==> src/rtl/alu8_pkg.sv <==
package alu8_pkg;

    typedef enum logic [2:0] {
        OP_ADD   = 3'b000,
        OP_SUB   = 3'b001,
        OP_INC   = 3'b010,
        OP_DEC   = 3'b011,
        OP_AND   = 3'b100,
        OP_OR    = 3'b101,
        OP_XOR   = 3'b110,
        OP_PASSA = 3'b111
    } alu_op_e;

    typedef struct packed {
        logic cy;
        logic sgn;
        logic aux;
        logic par;
        logic zf;
    } alu_flags_t;

    localparam int FLAG_W = 5;

endpackage

==> src/rtl/alu8_addsub.sv <==
module alu8_addsub
    import alu8_pkg::*;
#(
    parameter int W       = 8,
    parameter int AUX_BIT = 4
) (
    input  alu_op_e        op,
    input  logic [W-1:0]   a,
    input  logic [W-1:0]   b,
    output logic [W-1:0]   sum,
    output logic           cy,
    output logic           aux
);
    logic [W-1:0]       b_eff;
    logic               cin;
    logic               inv;
    logic [W:0]         full;
    logic [AUX_BIT:0]   low;

    // one adder; operand B is reshaped per operation
    always_comb begin
        unique case (op)
            OP_ADD: begin b_eff = b;         cin = 1'b0; inv = 1'b0; end
            OP_SUB: begin b_eff = ~b;        cin = 1'b1; inv = 1'b1; end
            OP_INC: begin b_eff = '0;        cin = 1'b1; inv = 1'b0; end
            OP_DEC: begin b_eff = '1;        cin = 1'b0; inv = 1'b1; end
            default: begin b_eff = b;        cin = 1'b0; inv = 1'b0; end
        endcase
    end

    always_comb begin
        full = {1'b0, a} + {1'b0, b_eff} + (W+1)'(cin);
        low  = {1'b0, a[AUX_BIT-1:0]} + {1'b0, b_eff[AUX_BIT-1:0]} + (AUX_BIT+1)'(cin);
    end

    // a borrow is the complement of the adder carry
    assign sum = full[W-1:0];
    assign cy  = full[W] ^ inv;
    assign aux = low[AUX_BIT] ^ inv;

endmodule

==> src/rtl/alu8_logic.sv <==
module alu8_logic
    import alu8_pkg::*;
#(
    parameter int W = 8
) (
    input  alu_op_e       op,
    input  logic [W-1:0]  a,
    input  logic [W-1:0]  b,
    output logic [W-1:0]  y
);
    always_comb begin
        unique case (op)
            OP_AND:   y = a & b;
            OP_OR:    y = a | b;
            OP_XOR:   y = a ^ b;
            OP_PASSA: y = a;
            default:  y = a;
        endcase
    end

endmodule

==> src/rtl/alu8_flaggen.sv <==
module alu8_flaggen #(
    parameter int W = 8
) (
    input  logic [W-1:0] y,
    output logic         sgn,
    output logic         par,
    output logic         zf
);
    assign sgn = y[W-1];
    assign par = ~(^y);
    assign zf  = (y == '0);

endmodule

==> src/rtl/alu8_flags.sv <==
module alu8_flags
    import alu8_pkg::*;
#(
    parameter int W       = 8,
    parameter int AUX_BIT = 4
) (
    input  logic                 clk,
    input  logic                 rst,
    input  logic                 load_en,
    input  logic [2:0]           op_sel,
    input  logic [W-1:0]         opnd_a,
    input  logic [W-1:0]         opnd_b,
    output logic [W-1:0]         result,
    output logic [FLAG_W-1:0]    flags
);
    alu_op_e      op;
    logic [W-1:0] arith_y;
    logic [W-1:0] logic_y;
    logic         arith_cy;
    logic         arith_aux;
    logic [W-1:0] next_y;
    logic         is_logic;
    alu_flags_t   next_f;
    logic         f_sgn, f_par, f_zf;
    logic [W-1:0] y_q;
    alu_flags_t   f_q;

    assign op       = alu_op_e'(op_sel);
    assign is_logic = op_sel[2];

    alu8_addsub #(.W(W), .AUX_BIT(AUX_BIT)) u_addsub (
        .op  (op),
        .a   (opnd_a),
        .b   (opnd_b),
        .sum (arith_y),
        .cy  (arith_cy),
        .aux (arith_aux)
    );

    alu8_logic #(.W(W)) u_logic (
        .op (op),
        .a  (opnd_a),
        .b  (opnd_b),
        .y  (logic_y)
    );

    assign next_y = is_logic ? logic_y : arith_y;

    alu8_flaggen #(.W(W)) u_flaggen (
        .y   (next_y),
        .sgn (f_sgn),
        .par (f_par),
        .zf  (f_zf)
    );

    always_comb begin
        next_f.cy  = is_logic ? 1'b0 : arith_cy;
        next_f.aux = is_logic ? 1'b0 : arith_aux;
        next_f.sgn = f_sgn;
        next_f.par = f_par;
        next_f.zf  = f_zf;
    end

    always_ff @(posedge clk) begin
        if (rst) begin
            y_q <= '0;
            f_q <= '0;
        end else if (load_en) begin
            y_q <= next_y;
            f_q <= next_f;
        end
    end

    assign result = y_q;
    assign flags  = f_q;

endmodule

==> config.mk <==
export PLATFORM = sky130hd
export DESIGN_NAME = alu8_flags
export DESIGN_NICKNAME = d
export VERILOG_FILES = /design/src/rtl/alu8_pkg.sv /design/src/rtl/alu8_addsub.sv /design/src/rtl/alu8_logic.sv /design/src/rtl/alu8_flaggen.sv /design/src/rtl/alu8_flags.sv
export SDC_FILE = /design/constraint.sdc
export NUM_CORES = 1
export LEC_CHECK = 0
export CORE_UTILIZATION = 40
export DETAILED_ROUTE_END_ITERATION = 7
export DONT_BUFFER_PORTS = 1
export GPL_ROUTABILITY_DRIVEN = 0
export PLACE_DENSITY = 0.54
export SKIP_LAST_GASP = 1
export SYNTH_ARGS = -nofsm -noshare
export SYNTH_HDL_FRONTEND = slang
export SYNTH_HIERARCHICAL = 1
export SYNTH_SLANG_ARGS = --single-unit
==> constraint.sdc <==
create_clock -name clk -period 4.3 [get_ports clk]
set_clock_uncertainty 0.15 [all_clocks]
set_input_delay 0.43 -clock clk [delete_from_list [all_inputs] [get_ports clk]]
set_output_delay 0.43 -clock clk [all_outputs]
set_load 0.02 [all_outputs]
[Word-level counts from Yosys, hierarchy flattened]
Index checks and enable logic that the tools add are counted.
Operators by class
  add/sub/neg operators: 4
  multipliers: 0
  div/mod/pow operators: 0
  $lt $le $gt $ge: 0
  eq/ne operators: 6
  shifts and indexed selects: 0
  multiplexer cells: 7
  bitwise gates (word level): 7
  reduce and logical (&&, ||, !) cells: 4
Operator list (count)
  case mux 8 bit (3 select lines): 2
  adder 8 x 8 -> 9 bit: 1
  adder 9 x 1 -> 9 bit: 1
  == test 3 bit, second input constant: 3
  AND 8 bit: 1
  logical NOT 8 bit: 1
  two-way mux 8 bit: 1
  inverter 8 bit: 1
  bitwise OR 8 bit: 1
  XOR reduction 8 bit: 1
  XOR 8 bit: 1
  == test 3 x 2 -> 1 bit, second input constant: 2
  adder 4 x 4 -> 5 bit: 1
  adder 5 x 1 -> 5 bit: 1
  two-way mux 1 bit: 4
  OR reduction 2 bit: 2
  == test 3 x 1 -> 1 bit, second input constant: 1
  XOR 1 bit: 2
  inverter 1 bit: 1
Word-level totals
  register bits after elaboration: 13
  latch bits: 0
  RAM bits: 0
  memory bits (read-only): 0
  input bits: 22
  output and inout bits: 13
  word-level logic and storage cells: 34
  memories: 0

[Depth between registers and ports, before layout]
Gate-level depths: netlist of run 1.
  depth in word-level cells: 7
  mapped depth: 18
  depth with buffers taken out: 17

[Modules after synthesis]
The synthesis of run 1 kept the hierarchy.
Modules (own cells, without submodules)
  alu8_flags: instances 1, cells each 53, area an instance 625.6 µm², seq. area each 260.2 µm²
  alu8_logic: instances 1, cells each 82, area an instance 563.0 µm², seq. area each 0.0 µm²
  alu8_addsub: instances 1, cells each 70, area an instance 510.5 µm², seq. area each 0.0 µm²
  alu8_flaggen: instances 1, cells each 17, area an instance 122.6 µm², seq. area each 0.0 µm²

[Worst setup path after synthesis of run 1]
Ideal clock, no wire load.
  path kind: input to register
  start point: input port op_sel[2]
  end point: register f_q (netlist bit flags[1])
  library setup time: 124 ps
  arrival time: 3280 ps
  data required time: 4026 ps
  setup slack: 746 ps
  cell stages on the path: 18
  buffers on the path: 1
  path through: nand2b_1 -> clkbuf_1 -> a21oi_1 -> a21o_1 -> fa_1 -> inv_1 -> fa_1 -> nand2b_1 -> a21oi_1 -> a31oi_1 -> xnor2_1 -> mux2_4 -> inv_1 -> ha_1 -> xnor2_1 -> xnor2_1 -> mux2i_1 -> nor2_1
Between the ends
  word-level cells in the longest chain between the ends: 7
  elaborated cells on any way between the ends: 15
  those cells by class: add/sub: 2; eq/ne: 6; mux: 4; bitwise: 1; reduce/logical: 2
RTL lines
  from (decl): RTL line alu8_flags.sv:10  | input logic [2:0] op_sel,
  == test 3 x 2 -> 1 bit or == test 3 x 1 -> 1 bit (tied branches): RTL line alu8_addsub.sv:22  | unique case (op)
  case mux 8 bit (3 select lines) or OR reduction 2 bit (tied branches)
  adder 8 x 8 -> 9 bit or two-way mux 1 bit (tied branches): RTL line alu8_addsub.sv:32, alu8_addsub.sv:22
  adder 9 x 1 -> 9 bit *: RTL line alu8_addsub.sv:32  | full = {1'b0, a} + {1'b0, b_eff} + (W+1)'(cin);
  named net arith_y[6]: RTL line alu8_flags.sv:17  | logic [W-1:0] arith_y;
  two-way mux 8 bit *: RTL line alu8_flags.sv:47  | assign next_y = is_logic ? logic_y : arith_y;
  named net next_y[6]: RTL line alu8_flags.sv:21  | logic [W-1:0] next_y;
  XOR reduction 8 bit *: RTL line alu8_flaggen.sv:10  | assign par = ~(^y);
  inverter 1 bit *: RTL line alu8_flaggen.sv:10
  named net f_par: RTL line alu8_flags.sv:24  | logic f_sgn, f_par, f_zf;
  to (signal assigned): RTL line alu8_flags.sv:70  | f_q <= next_f;
  to (decl): RTL line alu8_flags.sv:26  | alu_flags_t f_q;
The timed path passes the listed nets; every way through them passes the cells marked *.
A chain may end at the register's enable or synchronous reset.

[Final worst setup path of run 1]
Ends and elaborated chain as after synthesis.

==> summary.txt, run 1 <==
Routing
  – Drt via density: 5.44
  – ANT nets after route: 0
  – Routed WL: 3.80 mm
  – 1st-iter DRT viols: 41
  – DRC: 0
  – Wire length per cell: 14.0 µm
  – First-pass iteration count of the detailed router: 4
  – Via count: 1474

CTS
  – H-Tree Depth: 1
  – Num CTS Buffers: 3
  – Reg clk slew, reported paths: 0.05 ns
  – Post-CTS setup buffers: 0
  – CTS tree: yes
  – CTS root buffer: clkbuf_8
  – CTS Sinks: 13
  – Clk Latency, worst-skew pair: 0.24 ns
  – Clock tree buffer depth: 2
  – Hold_buf cts: 0
  – # resized after CTS: 0

Critical path
  – CP Cell Sequence: nand2b_1 -> a21oi_1 -> a21o_1 -> fa_1 -> inv_1 -> fa_1 -> nand2b_1 -> a21oi_1 -> a31oi_1 -> xnor2_1 -> mux2_4 -> inv_1 -> ha_1 -> xnor2_1 -> xnor2_1 -> mux2i_1 -> nor2_1
  – Crit-path max FO: 28
  – Setup Crit Path Kind: in -> reg
  – Crit path required time: 4.29 ns
  – Slowest stage cell on the critical path: fa_1
  – Critical path startpoint category: input pin
  – CP Capture Type: flop
  – CP most frequent cell: xnor2_1
  – Largest stage delay, worst path: 0.39 ns
  – Crit path buffers/inverters: 2
  – CP arrival: 3.53 ns
  – Crit path max-delay family: adder cells

STA
  – Fin crit share: 0.822
  – Final Setup Violations: 0
  – Crit path time final: 3.54 ns
  – Final Max Slew Viols: 0
  – Fmax achieved: 283 MHz
  – Max-slew headroom: 0.647
  – Slew @ Worst Pin: 0.529 ns
  – WHS: 0.0925 ns
  – Final hold viol count: 0
  – Setup TNS: 0 ns
  – RSZ-0062 raised after global routing: false

Global route
  – Via count of the first global-routing pass: 1410
  – GRT busiest layer: met2
  – Largest net degree at the start of global routing: 29
  – Grt met1 use: 0.222
  – Initial antenna violation count: 0
  – Global-route wire length before repair: 6.53 mm
  – Routing usage on met2: 0.262
  – Tot GR Track Use: 0.168
  – Total grt overflow: 0
  – Met3 usage: 0.0276

Floorplanning
  – Die Ht: 69.5 µm
  – Die area: 0.00483 mm²
  – Core ar.: 0.00435 mm²
  – # rows: 24
  – Effective utilization at floorplan: 0.418
  – I/O pin count: 35
  – Die X: 69.5 µm

Synth
  – Yosys warns: 6
  – Distinct cell type count after synthesis: 39
  – Post-synth net total: 273
  – Register bit total from synthesis: 13
  – Synthesized cell area: 0.00182 mm²
  – Sequential fraction of the synthesis area: 0.143
  – Cells after synthesis: 222
  – Syn avg cell area: 8.21 µm²

Place
  – HPWL Detailed: 2.97 mm
  – Input/output buffers: 0

Power and ir drop
  – Leakage: 0.000920 µW
  – Power per Cell Area: 266 mW/mm²
  – Total power: 501 µW
  – Maximum VDD drop: 0.0638 mV

Cells and area
  – Most frequent cells in the layout: inv_1 (32), ha_1 (27), a21oi_1 (19), nor2_1 (17), dfxtp_1 (13)
  – Final core occ: 0.434
  – Area Growth Syn to Fin: 3.64%
  – Commonest non-fill, non-tap cell in the layout: inv_1
  – Fillcell total: 450
  – Layout cells sized above 1: 0.110
  – NumNets Final: 271
  – Ant diodes: 0

Worst hold path
  – Hold WC Path Type: in -> reg

Flow run
  – Max Cap Viol: 0

Status
  – Status: finished, final reports clean
## worst paths after layout
check	from	to	slack, ns	cells past startpoint
max reg2reg	result[1]	result[1]	3.35	2
min reg2reg	flags[4]	flags[4]	0.41	2
max	op_sel[2]	flags[1]	0.76	17
min	rst	flags[2]	0.09	1
## registers in the layout (all words and copies together) (netlist names)
name    cells
result      8
flags       5
## per-layer routing
| layer | up-vias | wire [µm] |
|---|---|---|
| met5 | - | 0 |
| met4 | 0 | 69 |
| met3 | 5 | 258 |
| met2 | 45 | 1670 |
| met1 | 670 | 1800 |
| li1 | 754 | - |
## layout make-up
type | instances | area (µm²) | share of cell area
clock buffers | 4 | 45.0 | 0.0239
inverters | 32 | 120 | 0.0636
multi-input cells | 169 | 1390 | 0.736
flip-flops and latches | 13 | 260 | 0.138
well taps | 52 | 65.1 | 0.0345
repair buffers | 1 | 7.51 | 0.00398
## through the flow
step	cells	instance area, µm²	setup WS (ns)
2_1_floorplan	222	1820	0.746
3_3_place_gp	267	1840	0.599
3_5_place_dp	267	1840	0.546
4_1_cts	271	1890	0.791
5_1_grt	271	1890	0.472
6_report	271	1890	0.764
## synthesized netlist by cell type, drive strengths merged
master | instances | area, µm²
a211o | 1 | 8.76
a211oi | 5 | 37.5
a21boi | 1 | 7.51
a21o | 8 | 60.1
a21oi | 19 | 95.1
a22o | 1 | 8.76
a31oi | 2 | 12.5
and4 | 1 | 8.76
buf | 6 | 43.8
clkbuf | 2 | 7.51
dfxtp | 13 | 260
fa | 2 | 40.0
ha | 27 | 338
inv | 32 | 120
mux2 | 9 | 131
mux2i | 6 | 60.1
nand2 | 5 | 21.3
nand2b | 7 | 43.8
nand3 | 1 | 5.00
nand3b | 2 | 15.0
nand4b | 1 | 8.76
nor2 | 17 | 63.8
nor2b | 4 | 25.0
nor3 | 1 | 10.0
nor3b | 7 | 52.6
o21a | 8 | 60.1
o21ai | 9 | 45.0
o21ba | 8 | 80.1
o21bai | 2 | 15.0
o221a | 3 | 33.8
or3 | 1 | 6.26
xnor2 | 9 | 78.8
xor2 | 2 | 17.5
## logic make-up (layout without fill, tap and decap cells)
logic type / count (synthesis) / count (layout) / synth area share
buffers and inverters: 40 / 37 / 0.0941
muxes: 15 / 15 / 0.105
adders and majority gates: 29 / 29 / 0.207
and+or+nand+nor: 47 / 47 / 0.143
xor gates and xnor gates: 11 / 11 / 0.0529
DFF: 13 / 13 / 0.143
AOI/OAI and AO/OA: 67 / 67 / 0.255
## report_power, final
group / total, µW / switching (µW) / leakage, µW / internal, µW
Sequential: 157 / 23.4 / 0.000107 / 134
Combinational: 235 / 107 / 0.000790 / 128
Clock: 110 / 44.0 / 0.0000228 / 65.5
(Power assumes the default switching activity.)
==> run 2, diff against run 1 <==
Clock period 4.3 ns to 3.6 ns, I/O delays scaled along.
==> run 2 against run 1 <==
  * Combinational power rose by 20%
  * Sequential power rose by 20%
  * Largest power group unchanged
  * Critical path depth fell by 3
  * Utilization rose by 0.52 points
  * Clock power rose by 15%
==> summary.txt, run 2 (same netlist as run 1, synthesis figures left out) <==
Status
  – Status: finished, final reports clean

Global route
  – Global-route wire length before repair: 6.42 mm
  – Largest net degree at the start of global routing: 29
  – Initial antenna violation count: 0
  – Total grt overflow: 0
  – Via count of the first global-routing pass: 1372
  – Tot GR Track Use: 0.162

Cells and area
  – Most frequent cells in the layout: inv_1 (32), ha_1 (27), a21oi_1 (19), nor2_1 (17), dfxtp_1 (13)
  – Seq. cell area: 260 µm²
  – Ant diodes: 0
  – Area Growth Syn to Fin: 4.88%
  – Commonest non-fill, non-tap cell in the layout: inv_1
  – Fillcell total: 457
  – Multi-input logic area: 0.00139 mm²
  – Max reg flops: 8
  – NumNets Final: 274
  – Layout cells sized above 1: 0.122
  – Design area: 0.00191 mm²

CTS
  – CTS Sinks: 13
  – Hold_buf cts: 0
  – CTS tree: yes
  – Post-CTS setup buffers: 0
  – Clock tree buffer depth: 2
  – # resized after CTS: 0
  – H-Tree Depth: 1
  – CTS root buffer: clkbuf_8
  – Clk Latency, worst-skew pair: 0.24 ns
  – Num CTS Buffers: 3
  – Reg clk slew, reported paths: 0.05 ns

STA
  – Max-slew headroom: 0.634
  – Final hold viol count: 0
  – Final Setup Violations: 0
  – Slew @ Worst Pin: 0.548 ns
  – Setup WS post-layout: 0.442 ns
  – Fmax achieved: 317 MHz
  – Setup TNS: 0 ns
  – Crit path time final: 3.16 ns
  – WHS: 0.0305 ns
  – RSZ-0062 raised after global routing: false
  – Fin crit share: 0.877
  – Final Max Slew Viols: 0

Place
  – HPWL Detailed: 2.97 mm
  – DP Area: 0.00187 mm²
  – Worst slack at placement: 0.177 ns
  – Input/output buffers: 0

Routing
  – Via count: 1433
  – Routed WL: 3.73 mm
  – Drt via density: 5.23
  – First-pass iteration count of the detailed router: 4
  – Wire length per cell: 13.6 µm
  – ANT nets after route: 0
  – 1st-iter DRT viols: 47
  – DRC: 0

Critical path
  – Critical path startpoint category: input pin
  – Worst R2R Start: result[0]
  – R2R depth: 2
  – Crit-path max FO: 28
  – CP Capture Type: flop
  – CP arrival: 3.15 ns
  – Worst reg2reg endpoint: result[0]
  – Crit path required time: 3.59 ns
  – Origin of the worst setup path: op_sel[2]
  – CP endpoint: flags[1]
  – Flop-to-flop setup slack: 2.66 ns
  – Setup Crit Path Kind: in -> reg

Floorplanning
  – Die Ht: 69.5 µm
  – Die X: 69.5 µm
  – # rows: 24
  – Die area: 0.00483 mm²
  – Core ar.: 0.00435 mm²
  – I/O pin count: 35
  – Effective utilization at floorplan: 0.418

Worst hold path
  – Hold WC Path Type: in -> reg

Power and ir drop
  – Power per Cell Area: 313 mW/mm²
  – Maximum VDD drop: 0.115 mV
  – Leakage: 0.000935 µW

Flow run
  – Max Cap Viol: 0
-- run 2: through the flow --
stage / instances / utilization / power [µW]
2_1_floorplan: 222 / - / 443
3_3_place_gp: 270 / 0.428 / 477
3_5_place_dp: 270 / 0.428 / 478
4_1_cts: 274 / 0.439 / 610
5_1_grt: 274 / 0.439 / 650
6_report: 274 / 0.439 / 598
-- run 2: how the worst min path moves through the flow --
stage	cells after the start	startpoint	slack, ns	to
floorplan	2	load_en	0.39	flags[2]
global placement	1	rst	0.28	flags[4]
detailed placement	1	rst	0.28	flags[4]
CTS	1	rst	0.02	flags[4]
global route	1	rst	0.02	flags[4]
finish	1	rst	0.03	flags[2]
-- run 2: where the power goes --
part,internal [µW],switching [µW],total (µW)
Sequential,160,27.7,188
Clock,78.0,49.1,127
Combinational,156,127,283
-- run 2: per-layer routing --
| layer | GRT usage | up-vias | wire length [µm] |
|---|---|---|---|
| met4 | 0.0612 | 0 | 40 |
| met2 | 0.261 | 27 | 1660 |
| met5 | 0 | - | 0 |
| met1 | 0.214 | 645 | 1870 |
| met3 | 0.0305 | 4 | 162 |
| li1 | - | 757 | - |
-- run 2: area by class of cell --
cell class | count | share of cell area
Clock buffer | 4 | 0.0236
Sequential cell | 13 | 0.136
Timing Repair Buffer | 4 | 0.0157
Inverter | 32 | 0.0629
Multi-Input combinational cell | 169 | 0.728
Tap cell | 52 | 0.0341
-- run 2: critical path: stages --
cell	delay [ns]
o21bai_1	0.19
a21o_1	0.22
fa_1	0.43
a211oi_1	0.34
nor3_2	0.09
mux2i_1	0.12
or3_1	0.36
mux2_4	0.29
inv_1	0.06
ha_1	0.22
xnor2_1	0.19
xnor2_1	0.09
mux2i_1	0.13
nor2_1	0.05
==> run 3, diff against run 2 <==
--- a/config.mk
+++ b/config.mk
@@ -17 +17,2 @@
 export SYNTH_SLANG_ARGS = --single-unit
+export TNS_END_PERCENT = 1
==> constraint.sdc (replaced) <==
create_clock -name clk -period 3.6 [get_ports clk]
set_clock_uncertainty 0.15 [all_clocks]
set_input_delay 0.54 -clock clk [delete_from_list [all_inputs] [get_ports clk]]
set_output_delay 0.54 -clock clk [all_outputs]
set_load 0.02 [all_outputs]
==> run 3 against run 2 <==
  * Die area unchanged
  * Maximum frequency shrank 4.5%
  * Utilization increased by 0.43 points
  * First-iteration DRC count rose by 2.1%
  * Clock power is essentially flat
  * Global-route usage hardly changed
  * Cell area up 0.98%
  * Critical path depth increased by 3
==> summary.txt, run 3 (same netlist as run 1, synthesis figures left out) <==
Routing
  – First-pass iteration count of the detailed router: 4
  – DRC: 0
  – Routed WL: 3.77 mm
  – ANT nets after route: 0
  – 1st-iter DRT viols: 48
  – Drt via density: 5.30
  – Via count: 1464
  – Wire length per cell: 13.6 µm

Floorplanning
  – Die area: 0.00483 mm²
  – Effective utilization at floorplan: 0.418
  – # rows: 24
  – I/O pin count: 35
  – Die Ht: 69.5 µm
  – Die X: 69.5 µm
  – Core ar.: 0.00435 mm²

STA
  – Crit path time final: 3.31 ns
  – Setup TNS: 0 ns
  – Slew @ Worst Pin: 0.593 ns
  – Final Max Slew Viols: 0
  – RSZ-0062 raised after global routing: false
  – Final hold viol count: 0
  – Fin crit share: 0.918
  – Fmax achieved: 302 MHz
  – Final Setup Violations: 0
  – Max-slew headroom: 0.604

CTS
  – CTS root buffer: clkbuf_8
  – Reg clk slew, reported paths: 0.05 ns
  – CTS Sinks: 13
  – H-Tree Depth: 1
  – # resized after CTS: 0
  – CTS tree: yes
  – Clock tree buffer depth: 2
  – Post-CTS setup buffers: 0
  – Num CTS Buffers: 3
  – Clk Latency, worst-skew pair: 0.24 ns
  – Hold_buf cts: 0

Cells and area
  – Fillcell total: 453
  – Final core occ: 0.443
  – Commonest non-fill, non-tap cell in the layout: inv_1
  – NumNets Final: 276
  – Area Growth Syn to Fin: 5.91%
  – Layout cells sized above 1: 0.134
  – Ant diodes: 0
  – Max reg flops: 8
  – Most frequent cells in the layout: inv_1 (32), ha_1 (27), a21oi_1 (18), nor2_1 (17), dfxtp_1 (13)

Critical path
  – Critical path startpoint category: input pin
  – CP most frequent cell: xnor2_1
  – Crit path buffers/inverters: 2
  – Crit-path max FO: 28
  – CP Cell Sequence: nand2b_1 -> a21oi_1 -> a21o_1 -> fa_1 -> inv_1 -> fa_1 -> nand2b_1 -> a21oi_2 -> a31oi_1 -> xnor2_1 -> mux2_4 -> inv_1 -> ha_1 -> xnor2_1 -> xnor2_1 -> mux2i_1 -> nor2_1
  – Crit path max-delay family: adder cells
  – CP Capture Type: flop
  – Crit path required time: 3.58 ns
  – Slowest stage cell on the critical path: fa_1
  – Largest stage delay, worst path: 0.39 ns
  – Setup Crit Path Kind: in -> reg
  – CP arrival: 3.29 ns

Global route
  – Tot GR Track Use: 0.162
  – Global-route wire length before repair: 6.37 mm
  – Initial antenna violation count: 0
  – Largest net degree at the start of global routing: 29
  – Via count of the first global-routing pass: 1344
  – Total grt overflow: 0

Worst hold path
  – Hold WC Path Type: in -> reg

Power and ir drop
  – Maximum VDD drop: 0.127 mV
  – Total power: 603 µW
  – Leakage: 0.000944 µW
  – Power per Cell Area: 312 mW/mm²

Place
  – HPWL Detailed: 3.02 mm
  – Input/output buffers: 0

Status
  – Status: finished, final reports clean

Flow run
  – Max Cap Viol: 0
## run 3: worst reg2reg max path, stage by stage, from the launching register on
cell	delay (ns)
dfxtp_1	0.38
o21ba_2	0.22
o21a_1	0.09
## run 3: final cells by class
type                    count  area [µm²]  share of cell area
inverters                  32         120              0.0623
multi-input cells         169        1390               0.722
clock buffers               4        45.0              0.0233
repair buffers              6        45.0              0.0233
flip-flops and latches     13         260               0.135
well taps                  52        65.1              0.0337
## run 3: worst paths after layout
path / start / to / slack, ns / depth (start not counted)
max reg2reg: result[2] / result[2] / 2.65 / 2
max: op_sel[2] / flags[1] / 0.29 / 17
min: rst / flags[4] / 0.21 / 1
min reg2reg: flags[4] / flags[4] / 0.41 / 2
## run 3: where the power goes
group | total [µW] | leakage [µW] | switching (µW) | internal, µW
clock | 126 | 0.0000228 | 47.8 | 77.9
sequential | 188 | 0.000107 | 27.7 | 160
combinational | 289 | 0.000814 | 129 | 161
total | 603 | 0.000944 | 204 | 398
## run 3: metal layers
| metal | vias to the layer above | share of wire | GRT usage | wire [µm] |
|---|---|---|---|---|
| met1 | 663 | 0.49 | 0.211 | 1850 |
| met2 | 31 | 0.45 | 0.273 | 1700 |
| met3 | 4 | 0.049 | 0.0247 | 186 |
| met5 | - | 0 | 0 | 0 |
| li1 | 766 | - | - | - |
| met4 | 0 | 0.0082 | 0.0499 | 31 |
## run 3: metrics by stage
step                std cells  hold WS [ns]  setup slack [ns]  area (µm²)
finish                    276         0.213             0.294        1930
global placement          272         0.402            0.0667        1880
floorplan                 222         0.393            0.0259        1830
detailed placement        272         0.403            0.0255        1880
global route              276         0.205            0.0501        1930
CTS                       276         0.210             0.270        1930
